`src/rtl/rxr_pkg.sv`:
```
package rxr_pkg;

  typedef enum logic [1:0] {
    MODE_OFF = 2'b00,
    MODE_EOF = 2'b01,
    MODE_RUN = 2'b10,
    MODE_RSV = 2'b11
  } runMode_e;

  // control -> datapath
  typedef struct packed {
    logic takeBeat;
    logic closeBuf;
  } dpStrobe_t;

  // datapath -> control
  typedef struct packed {
    logic descAvail;
    logic bufOpen;
    logic lastSlot;
  } dpFlags_t;

endpackage

```
`src/rtl/rxr_ctrl.sv`:
```
module rxr_ctrl
  import rxr_pkg::*;
#(
  parameter int TMO_W = 8
) (
  input  logic             clk,
  input  logic             rstN,
  input  runMode_e         mode,
  input  logic [TMO_W-1:0] tmo,
  input  logic             frmValid,
  input  logic             frmLast,
  input  logic             usTick,
  input  dpFlags_t         flags,
  output dpStrobe_t        strb,
  output logic             frmReady,
  output logic             chanIdle
);

  logic             inFrame;
  logic [TMO_W-1:0] tmrCnt;
  logic             take;
  logic             stopNow;
  logic             drain;
  logic             tmoHit;
  logic             closeBuf;

  assign stopNow  = (mode == MODE_OFF) || (mode == MODE_RSV);
  assign frmReady = flags.descAvail &&
                    ((mode == MODE_RUN) || ((mode == MODE_EOF) && inFrame));
  assign take     = frmValid && frmReady;

  // flush a partial buffer when stopping, or once the frame ended in pause mode
  assign drain    = flags.bufOpen && !take &&
                    (stopNow || ((mode == MODE_EOF) && !inFrame));
  assign tmoHit   = flags.bufOpen && !take && usTick &&
                    (tmo != '0) && (tmrCnt == tmo - TMO_W'(1));
  assign closeBuf = (take && flags.lastSlot) || drain || tmoHit;

  assign strb.takeBeat = take;
  assign strb.closeBuf = closeBuf;

  assign chanIdle = (mode != MODE_RUN) && !inFrame && !flags.bufOpen;

  always_ff @(posedge clk) begin
    if (!rstN) begin
      inFrame <= 1'b0;
    end else if (stopNow) begin
      inFrame <= 1'b0;
    end else if (take) begin
      inFrame <= !frmLast;
    end
  end

  always_ff @(posedge clk) begin
    if (!rstN) begin
      tmrCnt <= '0;
    end else if (take || closeBuf || !flags.bufOpen) begin
      tmrCnt <= '0;
    end else if (usTick) begin
      tmrCnt <= tmrCnt + TMO_W'(1);
    end
  end

endmodule

```
`src/rtl/rxr_dpath.sv`:
```
module rxr_dpath
  import rxr_pkg::*;
#(
  parameter int DATA_W     = 32,
  parameter int BEAT_BYTES = 64,
  parameter int MIN_LOG    = 5,
  parameter int MAX_LOG    = 12,
  parameter int TMO_W      = 8,
  localparam int IDX_W     = MAX_LOG,
  localparam int BEATS_4K  = 4096 / BEAT_BYTES,
  localparam int MAX_BEATS = 4 * BEATS_4K,
  localparam int OFF_W     = $clog2(MAX_BEATS),
  localparam int FILL_W    = OFF_W + 1
) (
  input  logic              clk,
  input  logic              rstN,
  input  logic              cfgWe,
  input  logic [31:0]       cfgData,
  input  logic              wrIdxWe,
  input  logic [IDX_W-1:0]  wrIdxData,
  input  logic [DATA_W-1:0] frmData,
  input  dpStrobe_t         strb,
  output dpFlags_t          flags,
  output runMode_e          mode,
  output logic [TMO_W-1:0]  tmo,
  output logic              dmaValid,
  output logic [IDX_W-1:0]  dmaDesc,
  output logic [OFF_W-1:0]  dmaBeat,
  output logic [DATA_W-1:0] dmaData,
  output logic              statusValid,
  output logic [31:0]       statusWord,
  output logic              irq
);

  logic [3:0]        cfgLog;
  logic [1:0]        cfgBsel;
  logic [1:0]        cfgIrq;
  logic [3:0]        effLog;
  logic [IDX_W-1:0]  ringMask;
  logic [IDX_W-1:0]  rdIdx;
  logic [IDX_W-1:0]  wrIdx;
  logic [IDX_W-1:0]  rdMasked;
  logic [FILL_W-1:0] fill;
  logic [FILL_W-1:0] capBeats;

  // config register
  always_ff @(posedge clk) begin
    if (!rstN) begin
      mode    <= MODE_OFF;
      cfgLog  <= '0;
      cfgBsel <= '0;
      cfgIrq  <= '0;
      tmo     <= '0;
    end else if (cfgWe) begin
      mode    <= runMode_e'(cfgData[31:30]);
      cfgLog  <= cfgData[23:20];
      cfgBsel <= cfgData[17:16];
      cfgIrq  <= cfgData[13:12];
      tmo     <= cfgData[4 +: TMO_W];
    end
  end

  // ring size, clamped to the legal range
  always_comb begin
    if (cfgLog < 4'(MIN_LOG))      effLog = 4'(MIN_LOG);
    else if (cfgLog > 4'(MAX_LOG)) effLog = 4'(MAX_LOG);
    else                           effLog = cfgLog;
  end

  for (genvar i = 0; i < IDX_W; i++) begin : g_mask
    assign ringMask[i] = (32'(effLog) > i);
  end

  assign rdMasked = rdIdx & ringMask;
  assign capBeats = FILL_W'(BEATS_4K) * (FILL_W'(cfgBsel) + FILL_W'(1));

  assign flags.descAvail = ((rdIdx ^ wrIdx) & ringMask) != '0;
  assign flags.bufOpen   = (fill != '0);
  assign flags.lastSlot  = ((fill + FILL_W'(1)) == capBeats);

  // write index: only multiples of 8 are taken
  always_ff @(posedge clk) begin
    if (!rstN) begin
      wrIdx <= '0;
    end else if (wrIdxWe && (wrIdxData[2:0] == 3'b000)) begin
      wrIdx <= wrIdxData;
    end
  end

  // read index and fill level
  always_ff @(posedge clk) begin
    if (!rstN) begin
      rdIdx <= '0;
      fill  <= '0;
    end else if (strb.closeBuf) begin
      rdIdx <= (rdIdx + IDX_W'(1)) & ringMask;
      fill  <= '0;
    end else if (strb.takeBeat) begin
      fill  <= fill + FILL_W'(1);
    end
  end

  // write request and status outputs
  always_ff @(posedge clk) begin
    if (!rstN) begin
      dmaValid    <= 1'b0;
      dmaDesc     <= '0;
      dmaBeat     <= '0;
      dmaData     <= '0;
      statusValid <= 1'b0;
      statusWord  <= '0;
      irq         <= 1'b0;
    end else begin
      dmaValid    <= strb.takeBeat;
      statusValid <= strb.closeBuf;
      irq         <= strb.closeBuf && (cfgIrq == 2'b01);
      if (strb.takeBeat) begin
        dmaDesc <= rdMasked;
        dmaBeat <= fill[OFF_W-1:0];
        dmaData <= frmData;
      end
      if (strb.closeBuf) begin
        statusWord <= {{(32 - IDX_W){1'b0}}, rdMasked};
      end
    end
  end

endmodule

```
`src/rtl/rx_ring_ctl.sv`:
```
module rx_ring_ctl
  import rxr_pkg::*;
#(
  parameter int DATA_W     = 32,
  parameter int BEAT_BYTES = 64,
  parameter int MIN_LOG    = 5,
  parameter int MAX_LOG    = 12,
  parameter int TMO_W      = 8,
  localparam int IDX_W     = MAX_LOG,
  localparam int OFF_W     = $clog2(4 * (4096 / BEAT_BYTES))
) (
  input  logic              clk,
  input  logic              rstN,
  input  logic              cfgWe,
  input  logic [31:0]       cfgData,
  input  logic              wrIdxWe,
  input  logic [IDX_W-1:0]  wrIdxData,
  input  logic              usTick,
  input  logic              frmValid,
  input  logic [DATA_W-1:0] frmData,
  input  logic              frmLast,
  output logic              frmReady,
  output logic              dmaValid,
  output logic [IDX_W-1:0]  dmaDesc,
  output logic [OFF_W-1:0]  dmaBeat,
  output logic [DATA_W-1:0] dmaData,
  output logic              statusValid,
  output logic [31:0]       statusWord,
  output logic              irq,
  output logic              chanIdle
);

  dpStrobe_t        strb;
  dpFlags_t         flags;
  runMode_e         mode;
  logic [TMO_W-1:0] tmo;

  rxr_ctrl #(.TMO_W(TMO_W)) ctrl_i (
    .clk      (clk),
    .rstN     (rstN),
    .mode     (mode),
    .tmo      (tmo),
    .frmValid (frmValid),
    .frmLast  (frmLast),
    .usTick   (usTick),
    .flags    (flags),
    .strb     (strb),
    .frmReady (frmReady),
    .chanIdle (chanIdle)
  );

  rxr_dpath #(
    .DATA_W     (DATA_W),
    .BEAT_BYTES (BEAT_BYTES),
    .MIN_LOG    (MIN_LOG),
    .MAX_LOG    (MAX_LOG),
    .TMO_W      (TMO_W)
  ) dpath_i (
    .clk         (clk),
    .rstN        (rstN),
    .cfgWe       (cfgWe),
    .cfgData     (cfgData),
    .wrIdxWe     (wrIdxWe),
    .wrIdxData   (wrIdxData),
    .frmData     (frmData),
    .strb        (strb),
    .flags       (flags),
    .mode        (mode),
    .tmo         (tmo),
    .dmaValid    (dmaValid),
    .dmaDesc     (dmaDesc),
    .dmaBeat     (dmaBeat),
    .dmaData     (dmaData),
    .statusValid (statusValid),
    .statusWord  (statusWord),
    .irq         (irq)
  );

endmodule

```
`config.mk`:
```
export PLATFORM = sky130hd
export DESIGN_NAME = rx_ring_ctl
export DESIGN_NICKNAME = d
export VERILOG_FILES = /design/src/rtl/rxr_pkg.sv /design/src/rtl/rxr_ctrl.sv /design/src/rtl/rxr_dpath.sv /design/src/rtl/rx_ring_ctl.sv
export SDC_FILE = /design/constraint.sdc
export NUM_CORES = 1
export LEC_CHECK = 0
export ABC_AREA = 1
export CAP_MARGIN = 15
export CORE_ASPECT_RATIO = 1.75
export CORE_MARGIN = 4
export CORE_UTILIZATION = 40
export CTS_BUF_LIST = sky130_fd_sc_hd__clkbuf_2
export CTS_CLUSTER_DIAMETER = 30
export DETAILED_ROUTE_END_ITERATION = 8
export DONT_BUFFER_PORTS = 1
export SLEW_MARGIN = 25
export SYNTH_ARGS = -nofsm -noshare
export SYNTH_HDL_FRONTEND = slang
export SYNTH_HIERARCHICAL = 1
export SYNTH_SLANG_ARGS = --single-unit
```
`constraint.sdc`:
```
create_clock -name clk -period 4.7 [get_ports clk]
set_input_delay 0 -clock clk [delete_from_list [all_inputs] [get_ports clk]]
set_output_delay 0 -clock clk [all_outputs]
set_load 0.05 [all_outputs]
```
After elaboration in Yosys (flattened, before gate mapping) --
Cells that the tools add are included.
Word-level totals: memories kept 0, output and inout bits 89, RAM bits 0, bits in latches 0, logic and storage cells 83, input port bits 83, memory bits (read-only) 0, register bits after elaboration 127
Operators by class: bitwise gates (word level) 5, shifts and indexed selects 0, reduce and logical (&&, ||, !) cells 33, $mul 0, add/subtract/negate cells 5, muxes and demuxes 2, equality and inequality tests 7, divide/modulo/power cells 0, $lt $le $gt $ge 14
Operators by type and width (count):
- 12-bit AND | 3
- 4-bit > comparator, second input constant | 5
- 4-bit by 3-bit > comparator with 1-bit output, second input constant | 4
- 1-bit logical AND | 14
- 12-bit by 1-bit adder with 12-bit output, second input constant | 1
- 12-bit nonzero test | 1
- 12-bit XOR | 1
- 9-bit by 1-bit adder with 9-bit output, second input constant | 1
- 9-bit equality test | 1
- 9-bit nonzero test | 1
- 8-bit by 1-bit adder with 8-bit output, second input constant | 1
- 8-bit equality test | 1
- 4-bit by 1-bit > comparator with 1-bit output, second input constant | 2
- 4-bit by 2-bit > comparator with 1-bit output, second input constant | 2
- 4-bit 2-to-1 mux | 2
- 8-bit nonzero test | 1
- 8-bit by 1-bit subtractor with 8-bit output, second input constant | 1
- 1-bit logical OR | 7
- 2-bit OR reduction | 3
- 2-bit by 1-bit equality test with 1-bit output, second input constant | 2
- 2-bit equality test, second input constant | 2
- 1-bit logical NOT | 4
- 4-bit by 3-bit < comparator with 1-bit output, second input constant | 1
- 2-bit by 1-bit adder with 3-bit output, second input constant | 1
- 4 further kinds | 4

Depth between registers and ports, before layout --
Gate-level depths: netlist (run 1).
word-level depth 17, gate-level depth with buffers 22, depth with buffers taken out 20

Modules after synthesis --
The synthesis (run 1) kept the hierarchy.
Modules (own cells, without submodules):
- rxr_dpath | times used 1, cells each 636, area an instance 4835.9 µm²
- rxr_ctrl | times used 1, cells each 137, area an instance 832.0 µm²

Least setup slack after synthesis (run 1) --
No wires, ideal clock.
path type flip-flop to flip-flop, from register dpath_i.rdIdx[5], to register dpath_i.rdIdx[6], path buffers 3, path slack 2284 ps, cell stages (with the launch flop) 20, data arrival time 2337 ps, cell sequence dfxtp_1 > buf_2 > or2_2 > nand3_1 > nand4_1 > nor2_1 > nand2_1 > nand3_1 > nand2_1 > inv_1 > nand2_1 > nor2_1 > nand4_2 > nand2_1 > buf_4 > buf_2 > inv_1 > nor3_1 > nand2_1 > a22oi_1
RTL lines:
- start: declaration | RTL line rxr_dpath.sv:40 | logic [IDX_W-1:0] rdIdx;
- start signal: assignment | RTL line rxr_dpath.sv:96 | rdIdx <= (rdIdx + IDX_W'(1)) & ringMask;

==> summary.txt, run 1 <==
Non-Filler Instances - 1091
max-capacitance violation count - 0
via count - 5393
total wire length - 16.0 mm
pin count of the biggest net entering global routing - 90
boundary pin count - 172
share of layout cells above drive strength 1 - 6.90%
CTS Root Cell - clkbuf_2
Die H - 165 µm
critical path class - reg2reg
leakage - 0.00319 µW
vias in the first global route - 5422
DRT iter0 DRCs - 329
sequential element share of the synthesized area - 44.9%
fin crit period - 4.16 ns
Worst Max-Slew Pin Slew - 1.08 ns
synth top area cells - dfxtp_1, nor2_1, o21ai_0
initial antenna violation count - 1
IO buf count - 0
Final Hold Fails - 0
top cells by instance count after synthesis - nor2_1, dfxtp_1, nand2_1
Via density - 4.94
Finished Core Util - 52.6%
most common cell in the netlist - nor2_1
Crit. Startpoint - dpath_i/cfgLog[2]
data required time of the worst path - 5.26 ns
Clock Skew - 0.0218 ns
period utilization - 88.6%
die width - 98.0 µm
max-slew violation count - 0
cell row count - 57
Clock transition at path regs - 0.19 ns
outcome - complete, no violations
post-route ant nets - 0
HP Start - wrIdxData[7]
CTS tree - built
Worst path max stage delay - 0.58 ns
synth warn - 6
Setup TNS - 0 ns
PD cells - 302 nW/µm²
Wirelength per Cell - 14.7 µm
CP most frequent cell - nor2_1
Yosys top cell by area - dfxtp_1
first-pass iteration count of the detailed router - 4
Syn Area/Cell - 7.33 µm²
first-pass GRT wire length - 25.9 mm
H-tree depth - 4
GP Congestion - 0.868
RR Startpoint - dpath_i/cfgLog[2]
Seq cells post-synth - 127
synth unique cells - 38
detailed placer's ending HPWL - 10.1 mm
area share of the largest cell type after synthesis - 44.9%
total die area - 16200 µm²
Async SR Flop Fraction - 0%
placed cell count - 917
Layout Nets - 991
Max Root-Sink Buffers - 2
worst hold slack - 0.0745 ns
Setup-failing EPs final - 0
Syn Inst Count - 773
total core area - 13900 µm²
Slowest cell on crit path - dlygate4sd3_1
Critical Path AT - 4.72 ns
grt total ovfl - 0
Initial Util - 40.8%
Hold WC Path Type - in2reg
Num CTS Buffers - 17
VDD IR max - 0.165 mV
Buffers & Inverters on Critical Path - 6
Crit Path Max Fanout - 79
Total GRT Usage - 19.8%
crit start category - register
CP delay by family, top - buffers and inverters
Synth Flop Type - dfxtp_1
EDFF count, synth - 0
Clk Latency, worst-skew pair - 0.65 ns
Synth-to-Final Area Change - 29.1%
CP Capture Type - register
Sink Count - 127
synthesized cell area - 5670 µm²
highest achievable clock rate - 240 MHz
RSZ-0062 raised after global routing - no
Relative slew margins - 27.8%
cells along the critical path - inv_1 -> o21ai_0 -> nand3_1 -> nand4_1 -> nor2_1 -> nand2_1 -> nand3_1 -> inv_2 -> buf_4 -> inv_2 -> nor2_1 -> dlygate4sd3_1 -> nor2_1 -> dlygate4sd3_1
# DRC - 0
==> through the flow <==
stage / setup WS (ns) / power, µW / cell area (µm²)
floorplan: 2.28 / 1480 / 5740
global placement: 1.50 / 1510 / 5670
detailed placement: 1.38 / 1510 / 5670
CTS: 0.660 / 2230 / 7310
global route: 0.293 / 2320 / 7310
finish: 0.538 / 2210 / 7310
==> flip-flops by register name, summed over array words and instances (netlist names) <==
register             count
dpath_i/statusWord      12
dpath_i/fill             9
dpath_i/cfgIrq           2
dpath_i/dmaBeat          8
dpath_i/mode             2
dpath_i/cfgLog           4
dpath_i/rdIdx           12
dpath_i/dmaValid         1
dpath_i/wrIdx           12
dpath_i/statusValid      1
dpath_i/dmaDesc         12
dpath_i/tmo              8
ctrl_i/inFrame           1
ctrl_i/tmrCnt            8
dpath_i/cfgBsel          2
dpath_i/dmaData         32
dpath_i/irq              1
==> logic make-up after synthesis <==
| kind of cell | after synthesis | synth area share, % |
|---|---|---|
| other | 1 | 0.0662 |
| xor gates and xnor gates | 20 | 3.33 |
| buffers and inverters | 123 | 10.0 |
| DFF | 127 | 44.9 |
| adders and majority gates | 8 | 1.77 |
| and+or+nand+nor | 337 | 25.7 |
| muxes | 1 | 0.177 |
| AOI/OAI and AO/OA | 156 | 14.1 |
==> layout by cell type, fill, tap and decap left out, types with 6 or more instances in the layout <==
cell             n
a21oi_1         40
clkbuf_2        18
conb_1          20
dfxtp_1        127
dlygate4sd3_1  140
ha_1             8
inv_1           63
inv_2            6
nand2_1        110
nand2_2          7
nand3_1         27
nand4_1          8
nor2_1         157
nor3_1           7
o21ai_0        107
xnor2_1          9
xor2_1          10
==> worst reg2reg max path, delay by kind of cell, from the launching register on <==
family / cells / cell delay [ns]
AOI/OAI and AO/OA: 1 / 0.46
DFF: 1 / 0.39
and+or+nand+nor: 7 / 0.84
buffers and inverters: 6 / 2.37
==> final cells by class <==
type,count,area (µm²)
Inverter,69,259
Tap cell,177,221
Clock buffer,18,90.1
Sequential cell,127,2540
Antenna cell,1,2.50
Fill cell,1306,6590
Clock inverter,14,120
Multi-Input combinational cell,542,2640
Timing Repair Buffer,143,1440
==> timing repair <==
action / 4_1_cts / 5_1_grt
resized for setup: 0 / 0
setup buffers: 0 / 0
endpoints found under the hold margin: 124 / 0
hold buffers: 141 / 0
==> metal layers <==
| layer | part of all wire, % | global-route usage, % | up-vias |
|---|---|---|---|
| met5 | 0 | 0 | - |
| met4 | 3.8 | 10.9 | 0 |
| met3 | 6.2 | 5.84 | 41 |
| met2 | 54 | 36.3 | 176 |
| met1 | 36 | 20.0 | 2472 |
| li1 | - | - | 2704 |
==> path summary, 6_finish.rpt <==
| path | cells past startpoint | endpoint | slack (ns) |
|---|---|---|---|
| worst max-delay path | 14 | dpath_i/dmaData[3] | 0.54 |
| worst min-delay path | 3 | dpath_i/wrIdx[7] | 0.07 |
| worst max register to register | 14 | dpath_i/dmaData[3] | 0.54 |
| worst min register to register | 1 | dpath_i/irq | 0.45 |
==> power by group <==
part | internal, µW | total [µW] | switching (µW)
sequential | 1120 | 1240 | 115
combinational | 139 | 360 | 221
clock | 189 | 610 | 421
total | 1450 | 2210 | 757
(Power assumes the default switching activity.)
==> run 2, diff against run 1 <==
--- a/config.mk
+++ b/config.mk
@@ -7,6 +7,8 @@
 export LEC_CHECK = 0
 export ABC_AREA = 1
 export CAP_MARGIN = 15
+export CELL_PAD_IN_SITES_DETAIL_PLACEMENT = 1
+export CELL_PAD_IN_SITES_GLOBAL_PLACEMENT = 1
 export CORE_ASPECT_RATIO = 1.75
 export CORE_MARGIN = 4
 export CORE_UTILIZATION = 40
@@ -14,6 +16,7 @@
 export CTS_CLUSTER_DIAMETER = 30
 export DETAILED_ROUTE_END_ITERATION = 8
 export DONT_BUFFER_PORTS = 1
+export PLACE_DENSITY_LB_ADDON = 0.1
 export SLEW_MARGIN = 25
 export SYNTH_ARGS = -nofsm -noshare
 export SYNTH_HDL_FRONTEND = slang
==> run 2 against run 1 <==
Effect of this change:
- via count is 2.9% higher
- wire length is 16% higher
- clock power is 16% higher
- setup slack worse by 0.049 ns
- clock-buffer cell count stayed put
- critical path depth stayed put
- critical path type unchanged
- largest power group unchanged
- highest routed layer unchanged
==> summary.txt, run 2 (synthesis gave the netlist of run 1 again) <==
area of the multi-input gates - 2640 µm² (unchanged)
Final Hold Fails - 0 (unchanged)
H-tree depth - 4 (unchanged)
vias in the first global route - 6058 (+12%)
most frequent cells in the layout - nor2_1, dlygate4sd3_1, dfxtp_1
Num CTS Buffers - 17 (unchanged)
initial antenna violation count - 1 (unchanged)
Worst Max-Slew Pin Slew - 1.12 ns (+0.0387 ns)
cell row count - 57 (unchanged)
critical path class - reg2reg
grt total ovfl - 0 (unchanged)
detailed placer's ending HPWL - 11.5 mm (+13%)
via count - 5549 (+2.9%)
crit start category - register
CTS resizes - 0 (unchanged)
total die area - 16200 µm² (unchanged)
clock share of power - 30.6% (+2.9 points)
total wire length - 18.6 mm (+16%)
CP Capture Type - register
sequential share of power - 53.4% (-2.6 points)
switch share - 34.5% (+0.20 points)
Synth-to-Final Area Change - 30.6%
Psw - 801 µW (+5.7%)
Fillers - 1732 (+33%)
Register Area - 2540 µm² (unchanged)
DRT iter0 DRCs - 161 (-51%)
# DRC - 0 (unchanged)
max-capacitance violation count - 0 (unchanged)
pin count of the biggest net entering global routing - 90 (unchanged)
worst hold slack - 0.0898 ns (+0.0153 ns)
first-pass GRT wire length - 29.9 mm (+15%)
Clock Skew - 0.0463 ns (+0.0245 ns)
Wirelength per Cell - 16.9 µm (+15%)
CTS tree - built
Setup-failing EPs final - 0 (unchanged)
Total GRT Usage - 23.0% (+3.1 points)
Die H - 165 µm (unchanged)
Critical Path AT - 4.84 ns (+0.12 ns)
RSZ-0062 raised after global routing - no
Via density - 5.06 (+2.4%)
Cell Int Power - 1520 µW (+4.8%)
data required time of the worst path - 5.33 ns (+0.07 ns)
Top reg by flops - dpath_i/dmaData
part of the power in combinational logic - 16.0% (-0.3 points)
Clock transition at path regs - 0.23 ns (+0.04 ns)
Crit Path Max Fanout - 79 (unchanged)
CTS Root Cell - clkbuf_2
GP Congestion - 0.807 (-7.0%)
first-pass iteration count of the detailed router - 4 (unchanged)
Relative slew margins - 25.3% (-2.6 points)
period utilization - 89.6% (+1.0 points)
Layout Nets - 996 (+0.50%)
leakage - 0.00324 µW (+1.7%)
max-slew violation count - 0 (unchanged)
highest achievable clock rate - 237 MHz (-1.2%)
IO buf count - 0 (unchanged)
Clk Latency, worst-skew pair - 0.70 ns (+0.05 ns)
FF-to-FF setup slack - 0.49 ns (-0.05 ns)
Hold WC Path Type - in2reg
Setup TNS - 0 ns (unchanged)
most common cell after layout, fill and taps aside - nor2_1
VDD IR max - 0.164 mV (-0.60%)
outcome - complete, no violations
Initial Util - 40.8% (unchanged)
boundary pin count - 172 (unchanged)
Max Root-Sink Buffers - 2 (unchanged)
max reg flops - 32 (unchanged)
Sink Count - 127 (unchanged)
fin crit period - 4.21 ns (+0.0491 ns)
PD cells - 313 nW/µm² (+3.9%)
total core area - 13900 µm² (unchanged)
die width - 98.0 µm (unchanged)
post-route ant nets - 0 (unchanged)
share of layout cells above drive strength 1 - 6.97% (+0.071 points)
[run 2: layout make-up]
cell class	instances	share of cell area, %
clock buffers	18	1.22
multi-input cells	542	35.6
diodes	1	0.0338
repair buffers	148	20.2
inverters	69	3.50
well taps	177	2.99
clock inverters	14	2.10
flip-flops and latches	127	34.3
[run 2: path summary, 6_finish.rpt]
kind | startpoint | endpoint | depth (start not counted)
worst max-delay path | dpath_i/cfgLog[1] | dpath_i/dmaData[28] | 14
worst min-delay path | wrIdxData[9] | dpath_i/wrIdx[9] | 3
worst max register to register | dpath_i/cfgLog[1] | dpath_i/dmaData[28] | 14
worst min register to register | dpath_i/wrIdx[1] | dpath_i/wrIdx[1] | 2
[run 2: power groups by stage]
stage / logic, µW / clock network (µW) / registers, µW
floorplan: 234 / 0 / 1240
global placement: 253 / 0 / 1260
detailed placement: 262 / 0 / 1260
CTS: 365 / 740 / 1240
global route: 410 / 778 / 1250
finish: 372 / 709 / 1240
[run 2: critical path, cell delays in order, from the launching register on]
cell	delay [ns]
dfxtp_1	0.40
inv_1	0.06
o21ai_0	0.48
nand3_1	0.15
nand4_1	0.12
nor2_1	0.06
nand2_1	0.12
nand3_1	0.14
inv_2	0.09
buf_4	0.56
inv_2	0.51
nor2_1	0.23
dlygate4sd3_1	0.59
nor2_1	0.05
dlygate4sd3_1	0.55
[run 2: repair_timing]
item | CTS | global route
setup endpoints to repair | 0 | 0
endpoints found under the hold margin | 119 | 1
hold buffers | 146 | 1
buffers inserted | 0 | 0
[run 2: per-stage QoR]
stage                     cell area, µm²  total power, µW  cells  util (%)  worst slack (ns)
after floorplan                     5740             1480    792         -              2.28
after global placement              5670             1510    916      40.7              1.42
after detailed placement            5670             1520    916      40.7              1.22
after CTS                           7390             2340   1094      53.1             0.513
after global routing                7400             2430   1096      53.2            0.0997
final                               7400             2320   1096      53.2             0.488
[run 2: layer usage]
| layer | wire length (µm) | vias up | share of wire, % | GRT usage [%] |
|---|---|---|---|---|
| li1 | - | 2701 | - | - |
| met5 | 0 | - | 0 | 0 |
| met2 | 10300 | 139 | 55 | 43.9 |
| met3 | 868 | 40 | 4.7 | 6.31 |
| met1 | 6910 | 2669 | 37 | 23.4 |
| met4 | 478 | 0 | 2.6 | 8.88 |
==> run 3, diff against run 2 <==
--- a/config.mk
+++ b/config.mk
@@ -10,12 +10,13 @@
 export CELL_PAD_IN_SITES_DETAIL_PLACEMENT = 1
 export CELL_PAD_IN_SITES_GLOBAL_PLACEMENT = 1
 export CORE_ASPECT_RATIO = 1.75
-export CORE_MARGIN = 4
+export CORE_MARGIN = 3
 export CORE_UTILIZATION = 40
 export CTS_BUF_LIST = sky130_fd_sc_hd__clkbuf_2
 export CTS_CLUSTER_DIAMETER = 30
 export DETAILED_ROUTE_END_ITERATION = 8
 export DONT_BUFFER_PORTS = 1
+export GPL_TIMING_DRIVEN = 0
 export PLACE_DENSITY_LB_ADDON = 0.1
 export SLEW_MARGIN = 25
 export SYNTH_ARGS = -nofsm -noshare
==> run 3 against run 2 <==
Effect of this change:
- sequential power about the same
- hold slack improved by 0.14 ns
- cell area grew 8.6%
- cell count grew 7.7%
- sequential share of layout area down 2.7 points
- setup slack improved by 0.19 ns
==> summary.txt, run 3 (synthesis gave the netlist of run 1 again) <==
PD cells - 298 nW/µm² (-4.9%)
Tot Pwr - 2390 µW (+3.2%)
Clock transition at path regs - 0.18 ns (-0.05 ns)
via count - 6018 (+8.5%)
Layout Nets - 1083 (+8.7%)
CP most frequent cell - nor2_1
Worst Max-Slew Pin Slew - 0.889 ns (-0.230 ns)
cts hold-fix bufs - 181 (+24%)
worst r2r dst - dpath_i/dmaData[14]
Non-Filler Instances - 1180 (+7.7%)
Setup Buffers After CTS - 0 (unchanged)
Buffers & Inverters on Critical Path - 8 (+2)
Die H - 163 µm (-1.2%)
fin crit period - 4.02 ns (-0.192 ns)
CTS resizes - 0 (unchanged)
Fillers - 1734 (+0.12%)
Setup-failing EPs final - 0 (unchanged)
Worst path max stage delay - 0.58 ns (about the same)
sequential share of power - 51.7% (-1.7 points)
grt total ovfl - 0 (unchanged)
H-tree depth - 4 (unchanged)
most common cell after layout, fill and taps aside - dlygate4sd3_1
first-pass GRT wire length - 34.2 mm (+15%)
Num CTS Buffers - 17 (unchanged)
critical path class - reg2reg
leakage - 0.00367 µW (+13%)
clock share of power - 30.2% (-0.4 points)
Total GRT Usage - 28.5% (+5.5 points)
Final Hold Fails - 0 (unchanged)
most frequent cells in the layout - dlygate4sd3_1, nor2_1, dfxtp_1
FF-to-FF setup slack - 0.68 ns (+0.19 ns)
Crit Path Max Fanout - 10 (-87%)
crit start category - register
Wirelength per Cell - 18.3 µm (+8.1%)
Crit. Startpoint - dpath_i/cfgLog[2]
switch share - 33.5% (-1.0 points)
outcome - complete, no violations
Relative slew margins - 40.4% (+15 points)
Clk Latency, worst-skew pair - 0.68 ns (-0.02 ns)
placed cell count - 966 (+5.5%)
Top reg by flops - dpath_i/dmaData
CP Capture Type - register
cell row count - 56 (-1.8%)
DRT iter0 DRCs - 255 (+58%)
share of layout cells above drive strength 1 - 9.55% (+2.6 points)
Sink Count - 127 (unchanged)
Psw - 803 µW (+0.25%)
Slowest cell on crit path - dlygate4sd3_1
pin count of the biggest net entering global routing - 17 (-81%)
CP Depth - 16 (+2)
Clock Skew - 0.0327 ns (-0.0136 ns)
vias in the first global route - 6721 (+11%)
cells along the critical path - inv_1 -> o21ai_0 -> nand2_1 -> nand4_1 -> nor2_1 -> nand2_1 -> nand3_1 -> inv_1 -> buf_4 -> buf_2 -> inv_2 -> clkbuf_1 -> nor2_1 -> dlygate4sd3_1 -> nor2_1 -> dlygate4sd3_1
post-route ant nets - 0 (unchanged)
worst hold slack - 0.226 ns (+0.136 ns)
first-pass iteration count of the detailed router - 4 (unchanged)
max-slew violation count - 0 (unchanged)
data required time of the worst path - 5.27 ns (-0.06 ns)
total core area - 13700 µm² (-1.8%)
boundary pin count - 172 (unchanged)
initial antenna violation count - 2 (+1)
die width - 96.0 µm (-2.0%)
Cell Int Power - 1590 µW (+4.8%)
R2R cell count - 16 (+2)
Synth-to-Final Area Change - 41.8%
Initial Util - 41.5% (+0.73 points)
GP Congestion - 0.853 (+5.7%)
Setup TNS - 0 ns (unchanged)
Critical Path AT - 4.59 ns (-0.25 ns)
VDD IR max - 0.180 mV (+9.8%)
IO buf count - 0 (unchanged)
Hold Path Depth - 4 (+1)
CTS tree - built
# DRC - 0 (unchanged)
detailed placer's ending HPWL - 13.3 mm (+16%)
period utilization - 85.5% (-4.1 points)
Hold WC Path Type - in2reg
max reg flops - 32 (unchanged)
max-capacitance violation count - 0 (unchanged)
Max Root-Sink Buffers - 2 (unchanged)
HP Start - usTick
total die area - 15700 µm² (-3.2%)
Via density - 5.10 (+0.73%)
part of the power in combinational logic - 18.1% (+2.1 points)
RSZ-0062 raised after global routing - no
CP endpoint - dpath_i/dmaData[14]
highest achievable clock rate - 249 MHz (+4.8%)
RR Startpoint - dpath_i/cfgLog[2]
CP delay by family, top - buffers and inverters
total wire length - 21.6 mm (+16%)
CTS Root Cell - clkbuf_2
[run 3: per-stage QoR]
step           cell area, µm²  utilization [%]  setup slack, ns
2_1_floorplan            5740                -             2.28
3_3_place_gp             5960             43.6             1.58
5_1_grt                  8040             58.8            0.484
4_1_cts                  8030             58.8            0.927
3_5_place_dp             5960             43.6             1.51
6_report                 8040             58.8            0.680
[run 3: how the worst min path moves through the flow]
stage                          to  slack [ns]
2_1_floorplan      ctrl_i/inFrame        0.09
3_3_place_gp       ctrl_i/inFrame        0.09
3_5_place_dp       ctrl_i/inFrame         0.1
4_1_cts        dpath_i/dmaData[1]        0.16
5_1_grt          ctrl_i/tmrCnt[0]        0.21
6_report         ctrl_i/tmrCnt[0]        0.23
[run 3: final cells by class]
type	instances	area [µm²]	share of cell area (%)
antenna	1	2.50	0.0311
buffer	54	308	3.83
clock buffer	17	85.1	1.06
clock inverter	15	170	2.12
inverter	69	259	3.22
multi-input combinational	542	2640	32.8
sequential	127	2540	31.6
tap	174	218	2.71
timing repair buffer	181	1810	22.5
[run 3: worst min-delay path, cell delays in order]
cell and delay (ns):
dlygate4sd3_1 0.52, buf_2 0.18, xnor2_1 0.13, nor2_1 0.04
[run 3: power by group through the flow]
stage                     sequential, µW  combinational [µW]  clock [µW]
after floorplan                     1240                 234           0
after global placement              1260                 296           0
after detailed placement            1260                 306           0
after CTS                           1240                 414         743
after global routing                1250                 470         802
final                               1240                 434         722
[run 3: per-layer routing]
metal,vias up,wire length [µm],track usage [%]
met5,-,7,0
met4,2,729,12.1
met3,57,1100,7.83
met2,175,12100,54.1
met1,2893,7640,27.7
li1,2891,-,-
